<file path="src/rtl/hz_pkg.sv">
// Package: opcode constants and decode helpers shared by the hazard monitor.
// Assumes single-byte opcode classification only; operand bytes are never seen.
package hz_pkg;
    localparam logic [7:0] OP_JBC  = 8'h10;
    localparam logic [7:0] OP_JB   = 8'h20;
    localparam logic [7:0] OP_JNB  = 8'h30;
    localparam logic [7:0] OP_CPLC = 8'hB3;

    // True for any of the three bit-test conditional branches.
    function automatic logic is_bit_branch(input logic [7:0] op);
        return (op == OP_JBC) || (op == OP_JB) || (op == OP_JNB);
    endfunction

    // True for the carry-complement opcode.
    function automatic logic is_carry_cpl(input logic [7:0] op);
        return op == OP_CPLC;
    endfunction
endpackage

</file>
<file path="src/rtl/hz_decode.sv">
// Module: classifies a retired opcode into bit-branch / carry-complement.
// Assumes op_code is meaningful only when retire_vld is high; outputs are gated by it.
module hz_decode
    import hz_pkg::*;
(
    input  logic       retire_vld,
    input  logic [7:0] op_code,
    output logic       ret_bbr,
    output logic       ret_cpl
);
    // Gate classification with the retire strobe.
    always_comb begin
        ret_bbr = retire_vld && is_bit_branch(op_code);
        ret_cpl = retire_vld && is_carry_cpl(op_code);
    end
endmodule

</file>
<file path="src/rtl/hz_history.sv">
// Module: remembers whether the last retired instruction was a bit-test branch
// and flags a carry-complement that immediately follows one.
// Assumes synchronous active-low reset; idle cycles leave the history untouched.
module hz_history (
    input  logic clk,
    input  logic rst_n,
    input  logic retire_vld,
    input  logic ret_bbr,
    input  logic ret_cpl,
    output logic hazard
);
    logic prev_bbr_q;

    // Update history only on retirements.
    always_ff @(posedge clk) begin
        if (!rst_n)
            prev_bbr_q <= 1'b0;
        else if (retire_vld)
            prev_bbr_q <= ret_bbr;
    end

    // Hazard is the current carry-complement behind a remembered branch.
    always_comb hazard = ret_cpl && prev_bbr_q;
endmodule

</file>
<file path="src/rtl/hz_tally.sv">
// Module: sticky hazard flag and saturating hazard counter.
// Assumes a hazard arriving with a clear keeps the flag set.
module hz_tally #(
    parameter int CNT_W = 16
) (
    input  logic             clk,
    input  logic             rst_n,
    input  logic             hazard,
    input  logic             clr_sticky,
    output logic             sticky,
    output logic [CNT_W-1:0] count
);
    localparam logic [CNT_W-1:0] CNT_MAX = {CNT_W{1'b1}};

    logic             sticky_q;
    logic [CNT_W-1:0] count_q;

    // Sticky flag: set by hazard, cleared by clr_sticky otherwise.
    always_ff @(posedge clk) begin
        if (!rst_n)
            sticky_q <= 1'b0;
        else if (hazard)
            sticky_q <= 1'b1;
        else if (clr_sticky)
            sticky_q <= 1'b0;
    end

    // Counter: advance on hazard, hold at all-ones.
    always_ff @(posedge clk) begin
        if (!rst_n)
            count_q <= '0;
        else if (hazard && (count_q != CNT_MAX))
            count_q <= count_q + 1'b1;
    end

    assign sticky = sticky_q;
    assign count  = count_q;
endmodule

</file>
<file path="src/rtl/hz_carry.sv">
// Module: combinational carry-flag model with optional fault emulation.
// Assumes carry_in is the flag before execution of the retiring instruction.
module hz_carry (
    input  logic ret_cpl,
    input  logic hazard,
    input  logic fault_en,
    input  logic carry_in,
    output logic carry_out
);
    // Complement on carry-complement; a faulted hazard cannot clear a set carry.
    always_comb begin
        if (!ret_cpl)
            carry_out = carry_in;
        else if (hazard && fault_en && carry_in)
            carry_out = 1'b1;
        else
            carry_out = ~carry_in;
    end
endmodule

</file>
<file path="src/rtl/hz_monitor.sv">
// Module: top of the bit-branch / carry-complement hazard monitor.
// Assumes one retirement at most per cycle; br_taken does not affect detection.
module hz_monitor #(
    parameter int CNT_W = 16
) (
    input  logic             clk,
    input  logic             rst_n,
    input  logic             clr_sticky,
    input  logic             retire_vld,
    input  logic [7:0]       op_code,
    input  logic             br_taken,
    input  logic             carry_in,
    input  logic             fault_en,
    output logic             hazard_pulse,
    output logic             hazard_sticky,
    output logic [CNT_W-1:0] hazard_cnt,
    output logic             carry_out
);
    logic ret_bbr;
    logic ret_cpl;
    logic hazard;

    hz_decode u_dec (
        .retire_vld (retire_vld),
        .op_code    (op_code),
        .ret_bbr    (ret_bbr),
        .ret_cpl    (ret_cpl)
    );

    hz_history u_hist (
        .clk        (clk),
        .rst_n      (rst_n),
        .retire_vld (retire_vld),
        .ret_bbr    (ret_bbr),
        .ret_cpl    (ret_cpl),
        .hazard     (hazard)
    );

    hz_tally #(.CNT_W(CNT_W)) u_tally (
        .clk        (clk),
        .rst_n      (rst_n),
        .hazard     (hazard),
        .clr_sticky (clr_sticky),
        .sticky     (hazard_sticky),
        .count      (hazard_cnt)
    );

    hz_carry u_carry (
        .ret_cpl    (ret_cpl),
        .hazard     (hazard),
        .fault_en   (fault_en),
        .carry_in   (carry_in),
        .carry_out  (carry_out)
    );

    // Drive the hazard pulse port straight from the history stage.
    assign hazard_pulse = hazard;
endmodule

</file>
<file path="config.mk">
export PLATFORM = sky130hd
export DESIGN_NAME = hz_monitor
export DESIGN_NICKNAME = d
export VERILOG_FILES = /design/src/rtl/hz_pkg.sv /design/src/rtl/hz_decode.sv /design/src/rtl/hz_history.sv /design/src/rtl/hz_tally.sv /design/src/rtl/hz_carry.sv /design/src/rtl/hz_monitor.sv
export SDC_FILE = /design/constraint.sdc
export NUM_CORES = 1
export LEC_CHECK = 0
export ABC_AREA = 1
export BUFFER_PORTS_ARGS = -buffer_cell sky130_fd_sc_hd__buf_2
export CAP_MARGIN = 20
export CELL_PAD_IN_SITES_DETAIL_PLACEMENT = 0
export CELL_PAD_IN_SITES_GLOBAL_PLACEMENT = 1
export CORE_MARGIN = 3
export CORE_UTILIZATION = 33
export CTS_CLUSTER_SIZE = 16
export DETAILED_ROUTE_END_ITERATION = 10
export MAX_ROUTING_LAYER = met4
export PLACE_DENSITY = 0.86
export SYNTH_ARGS = -nofsm -noshare
export SYNTH_HDL_FRONTEND = slang
export SYNTH_HIERARCHICAL = 1
export SYNTH_SLANG_ARGS = --single-unit
</file>
<file path="constraint.sdc">
create_clock -name clk -period 1.8 [get_ports clk]
set_input_delay 0.09 -clock clk [delete_from_list [all_inputs] [get_ports clk]]
set_output_delay 0.09 -clock clk [all_outputs]
set_load 0.005 [all_outputs]
</file>
=== Yosys cells after proc, flatten, opt, wreduce, memory -nomap -nowiden ===
Index checks and enable logic that the tools add are counted.

* Equality and inequality tests: 5
* Reductions and logical operators: 9
* $lt $le $gt $ge: 0
* Mux-type cells: 4
* $add $sub $neg: 1
* Divide/modulo/power cells: 0
* $mul: 0
* Bitwise gates (word level): 1
* Shift-type cells: 0

{| class="wikitable"
|+ Operators by type and width
! operator !! number
|-
| adder 16 x 1 -> 16 bit (second input constant) || 1
|-
| equality test 8 x 6 -> 1 bit (second input constant) || 2
|-
| inequality test 16 bit (second input constant) || 1
|-
| equality test 8 x 5 -> 1 bit (second input constant) || 1
|-
| equality test 8 bit (second input constant) || 1
|-
| logical AND 1 bit || 6
|-
| 2-to-1 mux 1 bit || 4
|-
| logical OR 1 bit || 2
|-
| nonzero test 2 bit || 1
|-
| inverter 1 bit || 1
|}

* ROM bits: 0
* Latch bits: 0
* Memories kept: 0
* Bits of input ports: 15
* Word-level logic and storage cells: 23
* Register bits: 18
* RAM bits: 0
* Output and inout port bits: 19

=== Longest topological paths before layout ===
* Word-level depth: 7
* Depth in mapped cells: 14
* Mapped depth without buffers: 14

=== Modules after synthesis ===
Netlist, hierarchy kept.

{| class="wikitable"
|+ By module, submodules not included
! module !! times used !! sequential area each (sq um) !! area each (sq um) !! cells each
|-
| hz_tally || 1 || 340.3 || 958.4 || 150
|-
| hz_decode || 1 || 0.0 || 62.6 || 16
|-
| hz_history || 1 || 20.0 || 46.3 || 8
|-
| hz_carry || 1 || 0.0 || 22.5 || 6
|}

=== Least setup slack after synthesis ===
OpenSTA, ideal clock, no wires.

* Path type: input to register
* Start: input op_code[3]
* End: register u_tally.count_q[12] (netlist: u_tally/count[12])
* Setup slack: 0.425 ns
* Data arrival time: 1.258 ns
* Setup time: 0.117 ns
* Path buffers: 0
* Required time: 1.683 ns
* Cell stages on the path: 12
* Cells stage by stage: nor2_1 nand3_1 nor2_1 nand2_1 inv_1 inv_1 nor2_2 nand2_1 inv_1 nand2_1 nor3_1 nor2_1

* Longest elaborated chain between the ends: 4

{| class="wikitable"
|+ RTL lines
! what !! RTL line !! RTL
|-
| start, declared || hz_monitor.sv:10 || <nowiki>input logic [7:0] op_code,</nowiki>
|-
| equality test 8 bit || hz_pkg.sv:16 || <nowiki>return op == OP_CPLC;</nowiki>
|-
| logical AND 1 bit || hz_decode.sv:14 || <nowiki>ret_cpl = retire_vld && is_carry_cpl(op_code);</nowiki>
|-
| named net ret_cpl || hz_monitor.sv:20 || <nowiki>logic ret_cpl;</nowiki>
|-
| logical AND 1 bit || hz_history.sv:23 || <nowiki>always_comb hazard = ret_cpl && prev_bbr_q;</nowiki>
|-
| named net hazard_pulse || hz_monitor.sv:14 || <nowiki>output logic hazard_pulse,</nowiki>
|-
| logical AND 1 bit || hz_tally.sv:32 || <nowiki>else if (hazard && (count_q != CNT_MAX))</nowiki>
|-
| end signal, assigned || hz_tally.sv:33 || <nowiki>count_q <= count_q + 1'b1;</nowiki>
|-
| end, declared || hz_tally.sv:16 || <nowiki>logic [CNT_W-1:0] count_q;</nowiki>
|}

The timed path passes the listed nets, and every way through them passes these cells.
A chain may end at the register's enable or synchronous reset.

=== Final worst setup path ===
* Start: register u_tally.count_q[0] (netlist: u_tally/count[0])
* End: register u_tally.count_q[12] (netlist: u_tally/count[12])

* Longest elaborated chain between the ends: 2
* Elaborated cells on any way between the ends: 3
* Those cells by class: 1 x add/sub; 1 x eq/ne; 1 x reduce/logical

{| class="wikitable"
|+ RTL lines
! what
|-
| branches (longest 2 deep; another with adder 16 x 1 -> 16 bit)
|}

Several ways; the timed one is not identified.

==> impl_metrics.yaml <==
synth:
  synth-seq-cells: 18
  synth_area_per_cell_um2: 6.054
  netlist_area_um2: 1090
  synth_cell_type_count: 18
  yosysWarnings: 6
  syn_inst: 180
  synth_nets: 196
  yosysSeqAreaShare_pct: 33.07
clock_tree:
  root_buffer: "clkbuf_4"
  hold_buffers: 0
  postCtsSetupBuffers: 0
  post_cts_resized: 0
  clk_latency_ns: 0.29
  htreeDepth: 1
  cts.clk_slew.worst_paths_ns: 0.10
  tritoncts: "yes"
  clock_path_buffers: 2
  cts_buffers: 3
  clock_sinks: 18
power:
  finalPower_uw: 639.4
  ir_worst_vdd_mv: 0.2291
  power.density_nw_per_um2: 494.2
  leakagePower_nw: 0.6615
timing:
  slew_headroom_pct: 78.40
  skew_ns: 0.006461
  tightestPinTransition_ns: 0.3240
  fin_setup_tns_ns: 0
  maxSlewViolCount: 0
  hold_viol: 0
  post-route-period-util_pct: 84.92
  hold_slack_ns: 0.05006
  rsz0062_at_grt: "no"
  fmax_mhz: 654.2
  finalSetupViolations: 0
  min_period_ns: 1.529
worst_setup_path:
  path_class: "reg -> reg"
  worstPathRequired_ns: 2.00
  endpoint: "u_tally/count[12]$_SDFFE_PN0P_"
  r2r-start: "u_tally/count[0]$_SDFFE_PN0P_"
  r2r_slack_ns: 0.27
  crit_path_max_fanout: 5
  reg2regPathDepth: 8
  arrival_ns: 1.72
  r2r_end: "u_tally/count[12]$_SDFFE_PN0P_"
  worst_setup_path_start_kind: "register"
  cp-end-kind: "register"
  startpoint: "u_tally/count[0]$_SDFFE_PN0P_"
flow_run:
  cap_violations: 0
global_routing:
  grt_max_degree: 25
  grt_use_total_pct: 12.92
  grt_pass1_wl_mm: 4.153
  antenna_found_initial: 0
  grt_pass1_vias: 975
  gr-total-overflow: 0
route:
  firstDrtPassIters: 5
  vias: 1115
  wl_mm: 2.312
  drc: 0
  wl_per_cell_um: 9.031
  ant_nets: 0
  viasPerCell: 4.355
  dr.first_iter.drc_count: 50
die:
  rows: 20
  io_pins: 34
  die_y_um: 63.47
  initial_utilization_pct: 35.12
  core_area_um2: 3103
  die_area_um2: 4028
  fp.dieW_um: 63.47
final_layout:
  fillCellCount: 354
  fin_nets: 230
  drive_gt1_share_pct: 20.75
  antenna_cells: 0
  syn_to_final_growth_pct: 18.71
hold_path:
  hold-path-cell-count: 3
  hold_class: "in -> reg"
placement:
  gp_congestion: 0.8423
  dp_hpwl_mm: 1.759
  io_buffers: 32
run_status:
  status: "complete, no violations"
## layout by cell type, fill, tap and decap left out
cell and n:
a21boi_0 1, a21oi_1 13, buf_2 32, buf_4 1, clkbuf_4 3, dfxtp_1 18, ha_1 1, inv_1 24
inv_2 1, nand2_1 52, nand2_2 1, nand2_4 1, nand3_1 17, nand3_2 1, nand3b_1 3, nor2_1 37
nor2_2 3, nor2_4 1, nor3_1 2
## cells in the mapped netlist, drive strengths merged
cell type   n  area share [%]
nand3b      3             2.1
nor2       41              15
nand3      18             8.7
dfxtp      18              33
ha          1             1.1
a21boi      1            0.69
nand2      54              20
inv        25             8.6
a21oi      13             6.0
nor3        2            0.92
buf         4             3.8
## layout make-up
| type | instances | area (um2) | area share [%] |
|---|---|---|---|
| repair buffers | 33 | 167.7 | 12.96 |
| well taps | 44 | 55.05 | 4.255 |
| inverters | 25 | 93.84 | 7.253 |
| flip-flops and latches | 18 | 360.3 | 27.85 |
| clock buffers | 3 | 22.52 | 1.741 |
| multi-input cells | 133 | 594.3 | 45.94 |
## sequential cells by signal, summed over array words and instances, names as in the netlist
register           cells
u_tally/count         16
u_hist/prev_bbr_q      1
u_tally/sticky         1
## how the worst min path moves through the flow
stage | startpoint | endpoint | slack (ns)
detailed placement | retire_vld | u_hist/prev_bbr_q$_SDFFE_PN0P_ | 0.35
CTS | retire_vld | u_hist/prev_bbr_q$_SDFFE_PN0P_ | 0.04
global placement | retire_vld | u_hist/prev_bbr_q$_SDFFE_PN0P_ | 0.35
finish | retire_vld | u_hist/prev_bbr_q$_SDFFE_PN0P_ | 0.05
floorplan | rst_n | u_hist/prev_bbr_q$_SDFFE_PN0P_ | 0.21
global route | retire_vld | u_hist/prev_bbr_q$_SDFFE_PN0P_ | 0.04
## power by group
part	switching [mW]	leakage [nW]	total, mW	internal [mW]
sequential	0.000544	0.145	0.400	0.399
combinational	0.0214	0.503	0.0408	0.0194
clock	0.121	0.0138	0.199	0.0778
total	0.143	0.661	0.639	0.496
## through the flow
| stage | util (%) | worst slack, ns | area (um2) | cells |
|---|---|---|---|---|
| floorplan | - | 0.4251 | 1090 | 180 |
| global placement | 40.97 | 0.2033 | 1271 | 253 |
| detailed placement | 40.97 | 0.1655 | 1271 | 253 |
| CTS | 41.69 | 0.2607 | 1294 | 256 |
| global route | 41.69 | 0.1061 | 1294 | 256 |
| finish | 41.69 | 0.2714 | 1294 | 256 |
## critical path: stages (launching register included)
cell	delay, ns
dfxtp_1	0.40
ha_1	0.20
nand3_2	0.13
nor2_2	0.21
nand2_1	0.11
inv_1	0.10
nand2_1	0.07
nor3_1	0.15
nor2_1	0.05
## cells by family after synthesis
kind of cell,after synthesis,share of synthesized area [%]
flip-flops,18,33.07
buffers and inverters,29,12.40
AO/OA/AOI/OAI,14,6.659
AND/OR/NAND/NOR,118,46.73
adder cells (fa/ha/maj),1,1.148
## metal layers
layer	GRT usage (%)	part of all wire, %	up-vias
met2	20.08	44	22
met1	16.47	51	474
met4	3.235	0.91	0
met5	-	0	-
li1	-	-	617
met3	3.743	4.2	2
Note: power is estimated with default switching activity, not from simulation.
